==> src/rtl/base2_softmax.sv <==
module base2_softmax #(
  parameter int N = 4
) (
  input  logic             clk,
  input  logic             rst_n,
  input  logic             in_valid,
  input  logic [N*8-1:0]   x_flat,
  output logic             out_valid,
  output logic [N*17-1:0]  p_flat
);
  // Latency from in_valid to out_valid: input register plus output register.
  localparam int LATENCY = 2;
  localparam int OW = 17;

  if (N < 2 || N > 64 || (N & (N - 1)) != 0) begin : g_bad_n
    $error("N must be a power of two in 2..64");
  end

  logic [N*8-1:0] xr;
  logic           v1;

  always_ff @(posedge clk or negedge rst_n)
    if (!rst_n) begin
      xr <= '0;
      v1 <= 1'b0;
    end else begin
      v1 <= in_valid;
      if (in_valid) xr <= x_flat;
    end

  function automatic logic [18:0] fadd(input logic signed [9:0] ea, input logic [8:0] ma,
                                       input logic signed [9:0] eb, input logic [8:0] mb);
    logic signed [9:0] eh, el;
    logic [8:0] mh, ml;
    logic [9:0] d, s;
    if (ea >= eb) begin
      eh = ea; mh = ma; el = eb; ml = mb;
    end else begin
      eh = eb; mh = mb; el = ea; ml = ma;
    end
    d = eh - el;
    s = {1'b0, mh} + ((d >= 10'd9) ? 10'd0 : {1'b0, ml >> d});
    if (s[9]) fadd = {eh + 10'sd1, s[9:1]};
    else      fadd = {eh, s[8:0]};
  endfunction

  logic signed [9:0] ne [1:2*N-1];
  logic        [8:0] nm [1:2*N-1];

  for (genvar i = 0; i < N; i++) begin : g_leaf
    assign ne[N+i] = {{2{xr[i*8+7]}}, xr[i*8+:8]};
    assign nm[N+i] = 9'h100;
  end

  for (genvar k = 1; k < N; k++) begin : g_tree
    assign {ne[k], nm[k]} = fadd(ne[2*k], nm[2*k], ne[2*k+1], nm[2*k+1]);
  end

  logic [8:0] y;
  logic       nrm;
  logic [7:0] frac;

  assign y    = nm[1][7] ? (9'd288 - (nm[1] >> 2) - (nm[1] >> 4))
                         : (9'd408 - (nm[1] >> 1) - (nm[1] >> 3));
  assign nrm  = ~y[8];
  assign frac = y[8] ? y[7:0] : {y[6:0], 1'b0};

  logic [N*OW-1:0] pn;

  for (genvar i = 0; i < N; i++) begin : g_sub
    logic signed [10:0] oe;
    assign oe = {{3{xr[i*8+7]}}, xr[i*8+:8]} - {ne[1][9], ne[1]} - {10'd0, nrm};
    assign pn[i*OW+:OW] = {(oe < -11'sd256) ? 9'h100 : oe[8:0], frac};
  end

  always_ff @(posedge clk or negedge rst_n)
    if (!rst_n) begin
      out_valid <= 1'b0;
      p_flat    <= '0;
    end else begin
      out_valid <= v1;
      if (v1) p_flat <= pn;
    end

  assert_latency_R9: assert property (@(posedge clk) disable iff (!rst_n)
    in_valid |=> ##1 out_valid);

  assert_hold_R10: assert property (@(posedge clk) disable iff (!rst_n)
    !v1 |=> $stable(p_flat));

  assert_recip_range_R4: assert property (@(posedge clk) disable iff (!rst_n)
    v1 |-> (y >= 9'd128 && y <= 9'd248));

  for (genvar i = 0; i < N; i++) begin : g_chk
    assert_sum_dominates_R6: assert property (@(posedge clk) disable iff (!rst_n)
      v1 |-> ne[1] >= ne[N+i]);
    assert_exp_nonpos_R3: assert property (@(posedge clk) disable iff (!rst_n)
      out_valid |-> $signed(p_flat[i*OW+8+:9]) <= 0);
    assert_shared_frac_R5: assert property (@(posedge clk) disable iff (!rst_n)
      out_valid |-> p_flat[i*OW+:8] == p_flat[7:0]);
  end

  initial assert (LATENCY == 2);
endmodule

==> config.mk <==
export PLATFORM = sky130hd
export DESIGN_NAME = base2_softmax
export DESIGN_NICKNAME = d
export VERILOG_FILES = /design/src/rtl/base2_softmax.sv
export SDC_FILE = /design/constraint.sdc
export NUM_CORES = 1
export LEC_CHECK = 0
export ABC_AREA = 1
export BUFFER_PORTS_ARGS = -buffer_cell sky130_fd_sc_hd__buf_4
export CORE_ASPECT_RATIO = 1.1
export CORE_UTILIZATION = 56
export DETAILED_ROUTE_END_ITERATION = 12
export GPL_TIMING_DRIVEN = 0
export PLACE_DENSITY_LB_ADDON = 0.08
export REMOVE_ABC_BUFFERS = 1
export SLEW_MARGIN = 20
export SYNTH_ARGS = -nofsm -noshare
export SYNTH_HDL_FRONTEND = slang
export SYNTH_SLANG_ARGS = --single-unit
==> constraint.sdc <==
create_clock -name clk -period 12.37 [get_ports clk]
set_clock_uncertainty 0.15 [all_clocks]
set_input_delay 0.6185 -clock clk [delete_from_list [all_inputs] [get_ports clk]]
set_output_delay 0.6185 -clock clk [all_outputs]
set_load 0.1 [all_outputs]
## After elaboration in Yosys (flattened, before gate mapping)

Cells that the tools add are included.

- Bits in latches: 0
- ROM bits: 0
- Memories: 0
- Output and inout bits: 69
- Flip-flop bits (word level): 102
- RAM bits: 0

- Reduce and logical (&&, ||, !) cells: 0
- Shift-type cells: 3
- Div/mod/pow operators: 0
- Order comparisons: 10
- Equal/unequal tests: 0
- $add $sub $neg: 21
- Multiplexer cells: 20
- Bitwise operators: 1
- Multiply operators: 0

Operators by type and width:

| cell | count |
|---|---|
| two-way mux 9 bit | 10 |
| two-way mux 10 bit | 6 |
| two-way mux 19 bit | 3 |
| < comparator 11 x 9 -> 1 bit (second input constant) | 4 |
| subtractor 11 x 1 -> 11 bit | 4 |
| subtractor 8 x 10 -> 11 bit | 4 |
| adder 10 x 2 -> 10 bit (second input constant) | 3 |
| >= comparator 10 x 4 -> 1 bit (second input constant) | 3 |
| subtractor 10 bit | 3 |
| adder 9 x 9 -> 10 bit (first input constant) | 2 |
| >> shifter 9 x 10 -> 9 bit (first input constant) | 2 |
| >= comparator 8 bit | 2 |
| adder 9 x 9 -> 10 bit | 1 |
| >= comparator 10 bit | 1 |
| >> shifter 9 x 10 -> 9 bit | 1 |
| subtractor 9 x 5 -> 9 bit | 1 |
| subtractor 9 x 6 -> 9 bit | 1 |
| subtractor 9 x 7 -> 9 bit (first input constant) | 1 |
| subtractor 9 x 8 -> 9 bit (first input constant) | 1 |
| two-way mux 8 bit | 1 |
| NOT 1 bit | 1 |

## Logic depth before layout (Yosys ltp)

Gate-level depths: netlist of run 1.

- Depth in word-level cells: 21
- Mapped depth: 100
- Gate-level depth less buffers: 98

## Worst setup path before layout of run 1

Ideal clock, no wire load.

- Path type: register to register
- Start: reg xr[15]
- End: reg p_flat[12]
- Arrival: 11.698 ns
- Period minus slack after synthesis: 11.971 ns
- Cell stages (with the launch flop): 94
- Data required time: 12.097 ns
- Path buffers: 3
- Library setup time: 0.123 ns
- Setup slack: 0.399 ns
- Cell sequence: dfrtp_1 -> inv_1 -> ha_1 -> buf_6 -> a21o_1 -> nor2_1 -> nand2_1 -> nand2_1 -> nand3_4 -> nand2_1 -> nand3_1 -> ha_1 -> inv_1 -> nand2_2 -> nand2_1 -> nand2_1 -> xor2_1 -> nor2_1 -> [... 58 more ...] -> nand3_1 -> nand2_4 -> fa_1 -> fa_1 -> nand2_1 -> a21oi_1 -> nor2_1 -> o21ai_0 -> nand2_1 -> a21oi_1 -> o21bai_1 -> a21o_1 -> a21oi_1 -> xor2_1 -> inv_1 -> a21oi_1 -> inv_1 -> a32o_1

- Word-level cells in the longest chain between the ends: 21
- Elaborated cells on any way between the ends: 32
- Those cells by class: 12 x add/sub; 5 x order compare; 2 x shift; 12 x mux; 1 x bitwise

RTL lines:

| element | line | RTL |
|---|---|---|
| start, declared | 19 | `logic [N*8-1:0] xr;` |
| start signal, assigned | 28 | `if (in_valid) xr <= x_flat;` |
| >= comparator 8 bit | 36 | `if (ea >= eb) begin` |
| two-way mux 10 bit | 36 |  |
| subtractor 10 bit | 41 | `d = eh - el;` |
| >= comparator 10 x 4 -> 1 bit / >> shifter 9 x 10 -> 9 bit (equally long branches) | 42 | `s = {1'b0, mh} + ((d >= 10'd9) ? 10'd0 : {1'b0, ml >> d});` |
| two-way mux 9 bit | 42 |  |
| adder 9 x 9 -> 10 bit | 42 |  |
| two-way mux 19 bit (*) | 43 | `if (s[9]) fadd = {eh + 10'sd1, s[9:1]};` |
| >= comparator 10 bit | 36 |  |
| [... 5 more ...] | n/a |  |
| two-way mux 19 bit (*) | 43 |  |
| subtractor 9 x 8 -> 9 bit / subtractor 9 x 7 -> 9 bit (equally long branches) | 64, 63 |  |
| subtractor 9 x 6 -> 9 bit / subtractor 9 x 5 -> 9 bit (equally long branches) | 64, 63 |  |
| two-way mux 9 bit | 63 | `assign y = nm[1][7] ? (9'd288 - (nm[1] >> 2) - (nm[1] >> 4))` |
| NOT 1 bit | 65 | `assign nrm = ~y[8];` |
| subtractor 11 x 1 -> 11 bit (*) | 72 | `assign oe = {{3{xr[i*8+7]}}, xr[i*8+:8]} - {ne[1][9], ne[1]} - {10'd0, nrm};` |
| < comparator 11 x 9 -> 1 bit | 73 | `assign pn[i*OW+:OW] = {(oe < -11'sd256) ? 9'h100 : oe[8:0], frac};` |
| two-way mux 9 bit (*) | 73 |  |
| end signal, assigned | 82 | `if (v1) p_flat <= pn;` |
| end, declared | 9 | `output logic [N*17-1:0] p_flat` |

Mark *: on every way between the ends. The rest lies on a longest branch, timed or not.
A chain may end at the register's enable or synchronous reset.

## Worst setup path in the final report of run 1

- Start: reg xr[30]
- End: reg p_flat[30]

Same word-level chain as after synthesis.

==> results of run 1 <==
-- stage by stage --
step / instance area, um^2 / utilization, % / instances
after floorplan: 10100 / - / 1549
after global placement: 11200 / 61.1 / 1895
after detailed placement: 11200 / 61.2 / 1896
after CTS: 12100 / 65.9 / 1937
after global routing: 13600 / 74.1 / 2013
final: 13600 / 74.1 / 2013
-- layout by cell type, fill, tap and decap left out, drive strengths merged, types with 2 or more instances in the layout --
| master | Yosys | final |
|---|---|---|
| a211oi | 5 | 5 |
| a21o | 6 | 6 |
| a21oi | 65 | 65 |
| a31oi | 3 | 3 |
| a32o | 3 | 3 |
| a41oi | 3 | 3 |
| buf | 32 | 203 |
| bufinv | 0 | 2 |
| clkbuf | 19 | 12 |
| clkinv | 1 | 2 |
| clkinvlp | 0 | 4 |
| dfrtp | 78 | 78 |
| fa | 11 | 11 |
| ha | 130 | 130 |
| inv | 287 | 285 |
| nand2 | 447 | 448 |
| nand3 | 108 | 108 |
| nand3b | 2 | 2 |
| nand4 | 37 | 37 |
| nor2 | 104 | 104 |
| nor3 | 11 | 11 |
| nor4 | 4 | 4 |
| o211ai | 4 | 4 |
| o21ai | 124 | 124 |
| o21bai | 6 | 6 |
| o22a | 3 | 3 |
| o31ai | 22 | 22 |
| or2 | 12 | 12 |
| xnor2 | 13 | 13 |
| xor2 | 54 | 54 |
-- cells by family after synthesis --
logic type                 Yosys count  share of synthesized area [%]
buffers and inverters              339                           13.5
adders and majority gates          141                           17.6
xor gates and xnor gates            67                           5.61
DFF                                 78                           18.7
AOI/OAI and AO/OA                  247                           13.6
and+or+nand+nor                    727                           31.0
muxes                                1                         0.0957
-- cell type report --
type	count	area, um^2	area share [%]
multi-input combinational	1184	8280	60.9
sequential	78	1960	14.4
timing repair buffer	205	1620	11.9
inverter	288	1120	8.26
tap	243	304	2.24
clock buffer	10	229	1.68
clock inverter	5	83.8	0.616
-- sequential cells by signal, summed over array words and instances, names as in the netlist --
signal,cells
p_flat,44
xr,32
out_valid,1
v1,1
-- critical path: cells and delay by family, from the launching register on --
kind / cells / cell delay [ns]
buffers and inverters: 10 / 1.06
adder cells (fa/ha/maj): 8 / 2.52
AO/OA/AOI/OAI: 17 / 2.25
XOR/XNOR: 2 / 0.47
AND/OR/NAND/NOR: 44 / 4.87
flip-flops: 1 / 0.41
-- what timing repair did --
action	4_1_cts	5_1_grt
pin swaps	24	90
endpoints found under the setup margin	36	36
gates cloned	1	2
hold buffers	0	0
setup buffers	25	74
gates resized for setup	80	233
-- worst max-delay path by stage --
stage | from | endpoint | cells past startpoint
6_report | xr[30]$_DFFE_PN0P_ | p_flat[30]$_DFFE_PN0P_ | 81
5_1_grt | xr[25]$_DFFE_PN0P_ | p_flat[30]$_DFFE_PN0P_ | 83
2_1_floorplan | xr[9]$_DFFE_PN0P_ | p_flat[12]$_DFFE_PN0P_ | 92
4_1_cts | xr[30]$_DFFE_PN0P_ | p_flat[12]$_DFFE_PN0P_ | 93
3_5_place_dp | xr[25]$_DFFE_PN0P_ | p_flat[12]$_DFFE_PN0P_ | 90
3_3_place_gp | xr[25]$_DFFE_PN0P_ | p_flat[12]$_DFFE_PN0P_ | 90
-- metal layers --
| metal | GRT usage, % | up-vias |
|---|---|---|
| met5 | 0 | - |
| met4 | 7.99 | 0 |
| met3 | 3.48 | 76 |
| met2 | 54.1 | 350 |
| met1 | 36.6 | 5154 |
| li1 | - | 5485 |
==> flow_summary.ini, run 1 <==
[outcome]
run_status = finished, final reports clean

[grt]
grt_pass1_vias = 9964
grt_max_degree = 79
antenna_found_initial = 0
grt_pass1_wl_mm = 46.4
grt_usage_pct = 29.6
grt_overflow = 0

[cells_and_area]
fill_cells = 1444
fin_nets = 1942
drive_gt1_share_pct = 28.8
areaGrowthSynthToFinish_pct = 30.0
antennaDiodeCount = 0

[synth]
ys_warn_count = 0
synth_area_leader_cell = dfrtp_1
synth_common_cells = nand2_1, inv_1, ha_1
synth_flop_cell = dfrtp_1
syn-instance-count = 1600
ys_async_sr_fraction_pct = 100
syn_area_per_cell_um2 = 6.54
syn_area_um2 = 10500
synth.area.top_cells = dfrtp_1, ha_1, nand2_1, inv_1, o21ai_0
synth-edff-count = 0
synth_seq_area_share_pct = 18.7
synth_top_area_share_pct = 18.7
synth.most_common_cell = nand2_1
yosys_register_bits = 78
synth_cell_type_count = 49

[floorplanning]
coreArea_um2 = 18300
die_area_um2 = 19200
dieHeight_um = 145
ios = 104
rows = 52
die_width_um = 132
start_util_pct = 57.0

[hold_path]
hp-class = in2async

[routing]
ant_nets = 0
routedWlPerCell_um = 15.3
drt-initial-drc-count = 601
met1_length_mm = 12.6
first_pass_iters = 5
totalWireLength_mm = 30.8
vias_per_cell = 5.50
wl_met3_mm = 1.58
highest_layer = met4
routed-wl-met2_mm = 15.6
drc = 0
num_vias = 11100

[clock_network]
clkLatencyLatePin_ns = 0.36
path_clk_slew_ns = 0.06
cts_tree = built
cts.sinks = 78
cts.path.max_buffers = 2
cts-root-buf = clkbuf_16
cts_buffers = 9
cts.htree.levels = 3

[timing]
fin_crit_ns = 11.91
tightest_slew_ns = 1.18
hold_viol = 0
relSlewSlack_pct = 20.6
fmax_mhz = 84.0
setup_viol = 0
tns_ns = 0
drv_slew = 0
finalCritPeriodShare_pct = 96.3
hold_slack_ns = 0.134
setup_ws_ns = 0.460

[placed_design]
dpl.hpwl_mm = 21.5
gp_congestion = 0.922
dp_slack_ns = -2.13
portBuffers = 103

[worst_setup_path]
critPathKind = reg2reg
worst_setup_path_start_kind = register
crit_top_cell = nand2_1
critPathRequiredTime_ns = 12.46
reg2reg_to = p_flat[30]$_DFFE_PN0P_
r2r-start = xr[30]$_DFFE_PN0P_
crit_path_max_fanout = 16
max_stage_delay_ns = 0.43
end_kind = register
ff2ff_setup_slack_ns = 0.46
reg2regPathDepth = 81
critPathArrivalTime_ns = 12.00
cp_slowest_cell = fa_2

[run]
drv_cap = 0
Power of run 1 is left out: the tool's default activity adds up to more than one toggle a clock period on the data nets, which glitch-free logic cannot reach.
==> run 2: changes to the inputs <==
--- a/config.mk
+++ b/config.mk
@@ -9,6 +9,7 @@
 export BUFFER_PORTS_ARGS = -buffer_cell sky130_fd_sc_hd__buf_4
 export CORE_ASPECT_RATIO = 1.1
 export CORE_UTILIZATION = 56
+export CTS_BUF_LIST = sky130_fd_sc_hd__clkbuf_16
 export DETAILED_ROUTE_END_ITERATION = 12
 export GPL_TIMING_DRIVEN = 0
 export PLACE_DENSITY_LB_ADDON = 0.08
==> run 2 against run 1 <==
Die area did not move. Via count barely moved. Setup slack got worse by 0.0033 ns. Register-to-register slack barely moved.
==> flow_summary.ini, run 2 (same netlist as run 1, synthesis figures left out) <==
[worst_setup_path]
ff2ff_setup_slack_ns = 0.46
cp_slowest_cell = fa_2
crit_family = simple AND/OR/NAND/NOR gates
r2r-start = xr[30]$_DFFE_PN0P_
crit_top_cell = nand2_1
end_kind = register
reg2reg_to = p_flat[30]$_DFFE_PN0P_
worst_setup_path_start_kind = register
crit_buf_inv = 10
critPathRequiredTime_ns = 12.45
crit_path_max_fanout = 16
max_stage_delay_ns = 0.43
critPathArrivalTime_ns = 12.00
critPathKind = reg2reg
reg2regPathDepth = 81

[grt]
grt_max_degree = 79
grt_usage_pct = 29.6
grt_pass1_wl_mm = 46.4
gr-usage-met2_pct = 54.1
met1_usage_pct = 36.6
antenna_found_initial = 0
busiest_layer = met2
met3_usage_pct = 3.48
grt_pass1_vias = 9964
grt_overflow = 0

[routing]
ant_nets = 0
first_pass_iters = 5
drc = 0
drt-initial-drc-count = 602
totalWireLength_mm = 30.8
routedWlPerCell_um = 15.3
vias_per_cell = 5.50
num_vias = 11100

[run]
drv_cap = 0

[cells_and_area]
reg_top3 = p_flat (44), xr (32)
drive_gt1_share_pct = 28.8
fin_nets = 1942
antennaDiodeCount = 0
regMostFlops = p_flat
final_cell_mix = nand2_1, inv_1, buf_4
largest_reg_flops = 44
final_common_cell = nand2_1
areaGrowthSynthToFinish_pct = 30.0
fill_cells = 1444

[timing]
fin_crit_ns = 11.91
tightest_slew_ns = 1.17
drv_slew = 0
finalCritPeriodShare_pct = 96.3
hold_viol = 0
fmax_mhz = 83.9
relSlewSlack_pct = 21.2
setup_viol = 0
setup_ws_ns = 0.457

[floorplanning]
start_util_pct = 57.0
die_area_um2 = 19200
die_width_um = 132
coreArea_um2 = 18300
rows = 52
dieHeight_um = 145
ios = 104

[placed_design]
dp_slack_ns = -2.13
dpl.hpwl_mm = 21.5
portBuffers = 103
gp_congestion = 0.922

[clock_network]
path_clk_slew_ns = 0.06
cts_buffers = 9
clkLatencyLatePin_ns = 0.35
cts.path.max_buffers = 2
cts.hold.buffers_added = 0
cts.htree.levels = 3
cts-root-buf = clkbuf_16
cts_tree = built
cts.sinks = 78

[hold_path]
hp-class = in2async

[outcome]
run_status = finished, final reports clean
run 2: worst max path at each step:
stage,from,slack [ns],to,cells after the start
3_5_place_dp,xr[25]$_DFFE_PN0P_,-2.13,p_flat[12]$_DFFE_PN0P_,90
3_3_place_gp,xr[25]$_DFFE_PN0P_,-1.92,p_flat[12]$_DFFE_PN0P_,90
5_1_grt,xr[25]$_DFFE_PN0P_,-0.37,p_flat[30]$_DFFE_PN0P_,83
2_1_floorplan,xr[9]$_DFFE_PN0P_,0.32,p_flat[12]$_DFFE_PN0P_,92
6_report,xr[30]$_DFFE_PN0P_,0.46,p_flat[30]$_DFFE_PN0P_,81
4_1_cts,xr[30]$_DFFE_PN0P_,0.02,p_flat[12]$_DFFE_PN0P_,93
run 2: final cells by class:
cell class | instances | area (um^2) | share of cell area, %
clock inverter | 6 | 87.6 | 0.644
inverter | 288 | 1120 | 8.26
clock buffer | 9 | 225 | 1.66
multi-input combinational | 1184 | 8280 | 60.9
tap | 243 | 304 | 2.24
timing repair buffer | 205 | 1620 | 11.9
sequential | 78 | 1960 | 14.4
run 2: layer usage:
layer	wire length, um	share of wire (%)
met5	0	0
met3	1540	5.0
met4	982	3.2
met1	12600	41
met2	15600	51
run 2: worst register-to-register path: cells and delay by family (launching register included):
family | cells | cell delay (ns)
AO/OA/AOI/OAI | 17 | 2.26
flip-flops | 1 | 0.41
adder cells (fa/ha/maj) | 8 | 2.54
buffers and inverters | 10 | 1.08
AND/OR/NAND/NOR | 44 | 4.90
XOR/XNOR | 2 | 0.47
run 2: metrics by stage:
step	cell area (um^2)	TNS, ns	util, %	hold WS [ns]	cells
after floorplan	10100	0	-	0.173	1549
after global placement	11200	-58.84	61.1	0.318	1895
after detailed placement	11200	-64.65	61.2	0.319	1896
after CTS	12100	0	65.9	0.322	1937
after global routing	13600	-9.25	74.1	0.211	2013
final	13600	0	74.1	0.138	2013
run 2: repair_timing:
| item | 4_1_cts | 5_1_grt |
|---|---|---|
| setup buffers | 25 | 74 |
| endpoints found under the setup margin | 36 | 36 |
| gates cloned | 1 | 2 |
| gates resized for setup | 80 | 233 |
| pin swaps | 24 | 90 |
Power of run 2 is left out for the same reason.
==> run 3: changes to the inputs <==
--- a/config.mk
+++ b/config.mk
@@ -8,6 +8,7 @@
 export ABC_AREA = 1
 export BUFFER_PORTS_ARGS = -buffer_cell sky130_fd_sc_hd__buf_4
 export CORE_ASPECT_RATIO = 1.1
+export CORE_MARGIN = 2
 export CORE_UTILIZATION = 56
 export CTS_BUF_LIST = sky130_fd_sc_hd__clkbuf_16
 export DETAILED_ROUTE_END_ITERATION = 12
==> run 3 against run 2 <==
Register-to-register slack got worse by 0.06 ns. First-iteration DRC count is 5.0% higher. Setup slack worse by 0.057 ns. Sequential share of layout area decreased by 0.079 points. Fmax is 0.48% lower. Sequential cell count unchanged. Count of clock-buffer cells in the layout unchanged.
==> flow_summary.ini, run 3 (same netlist as run 1, synthesis figures left out) <==
[worst_setup_path]
ff2ff_setup_slack_ns = 0.40
critPathRequiredTime_ns = 12.46
critPathKind = reg2reg
crit_family = simple AND/OR/NAND/NOR gates
worst_setup_path_start_kind = register
cp_slowest_cell = dfrtp_2
crit_path_max_fanout = 8
crit_buf_inv = 12
crit_top_cell = nand2_1
critPathArrivalTime_ns = 12.06
max_stage_delay_ns = 0.44
end_kind = register

[floorplanning]
coreArea_um2 = 18300
ios = 104
die_width_um = 134
dieHeight_um = 147
die_area_um2 = 19800
start_util_pct = 57.0
rows = 52

[clock_network]
cts_tree = built
path_clk_slew_ns = 0.06
cts-root-buf = clkbuf_16
cts.path.max_buffers = 2
clkLatencyLatePin_ns = 0.35
cts.sinks = 78
cts_buffers = 9
cts.htree.levels = 3
cts.hold.buffers_added = 0

[routing]
first_pass_iters = 6
vias_per_cell = 5.49
num_vias = 11100
totalWireLength_mm = 31.9
drt-initial-drc-count = 632
drc = 0
ant_nets = 0
routedWlPerCell_um = 15.7

[timing]
finalCritPeriodShare_pct = 96.8
drv_slew = 0
fin_crit_ns = 11.97
setup_viol = 0
tightest_slew_ns = 0.935
hold_viol = 0
rsz0062_at_grt = true
hold_slack_ns = 0.152
relSlewSlack_pct = 37.7
fmax_mhz = 83.5

[run]
drv_cap = 0

[grt]
grt_overflow = 0
grt_usage_pct = 28.5
grt_pass1_vias = 9791
antenna_found_initial = 0
grt_max_degree = 79
grt_pass1_wl_mm = 45.8

[cells_and_area]
final_cell_mix = nand2_1, inv_1, buf_4
regMostFlops = p_flat
largest_reg_flops = 44
reg_top3 = p_flat (44), xr (32)
final_common_cell = nand2_1
areaGrowthSynthToFinish_pct = 30.9
fin_cells = 2025
final_util_pct = 74.7
drive_gt1_share_pct = 29.0
fin_nets = 1953
antennaDiodeCount = 0
final_cell_area_um2 = 13700

[placed_design]
dpl.hpwl_mm = 21.7
dp_cells = 1896
gp_congestion = 0.950
portBuffers = 103
postPlaceCellArea_um2 = 11200

[hold_path]
hp-class = in2async

[outcome]
run_status = finished, final reports clean
==> run 3: cell count changes in the layout (fill, tap and decap cells not counted), sizes merged <==
cell and change:
buf +10, clkinv +2, clkinvlp -1, nand2 +1
==> run 3: worst register-to-register path, delay by kind of cell, from the launching register on <==
| family | cells | cell delay (ns) |
|---|---|---|
| compound gates | 23 | 3.08 |
| xor+xnor | 2 | 0.33 |
| fa+ha+maj | 8 | 2.32 |
| buf+inv | 12 | 1.09 |
| flops | 1 | 0.44 |
| simple gates | 44 | 4.47 |
==> run 3: cell type report <==
class                      count  area (um^2)
clock buffer                   9          225
clock inverter                 7         88.8
fill                        1419         4640
inverter                     288         1120
multi-input combinational   1185         8290
sequential                    78         1960
tap                          243          304
timing repair buffer         215         1700
==> run 3: worst paths after layout <==
path | to | depth (start not counted) | startpoint
max in group asynchronous | xr[23]$_DFFE_PN0P_ | 1 | rst_n
min in group clk | xr[19]$_DFFE_PN0P_ | 3 | x_flat[19]
setup / recovery | p_flat[12]$_DFFE_PN0P_ | 89 | xr[31]$_DFFE_PN0P_
setup reg to reg | p_flat[12]$_DFFE_PN0P_ | 89 | xr[31]$_DFFE_PN0P_
hold reg to reg | p_flat[66]$_DFFE_PN0P_ | 2 | p_flat[66]$_DFFE_PN0P_
hold / removal | p_flat[31]$_DFFE_PN0P_ | 1 | rst_n
==> run 3: per-stage QoR <==
step / setup slack (ns) / TNS, ns
after floorplan: 0.318 / 0
after global placement: -1.97 / -60.85
after detailed placement: -2.21 / -67.80
after CTS: 0.0109 / 0
after global routing: -0.365 / -9.14
final: 0.400 / 0
==> run 3: repair_timing <==
item | in CTS | in global routing
buffers inserted | 27 | 83
gates cloned | 1 | 3
endpoints found under the setup margin | 36 | 36
pin swaps | 22 | 114
gates resized for setup | 82 | 227
endpoints found under the hold margin | 0 | 0
==> run 3: layer usage <==
metal	track usage (%)	share of wire, %	up-vias
li1	-	-	5502
met1	34.9	41	5171
met2	50.7	51	358
met3	4.80	5.6	85
met4	9.47	3.2	0
met5	0	0	-
Power of run 3 is left out for the same reason.
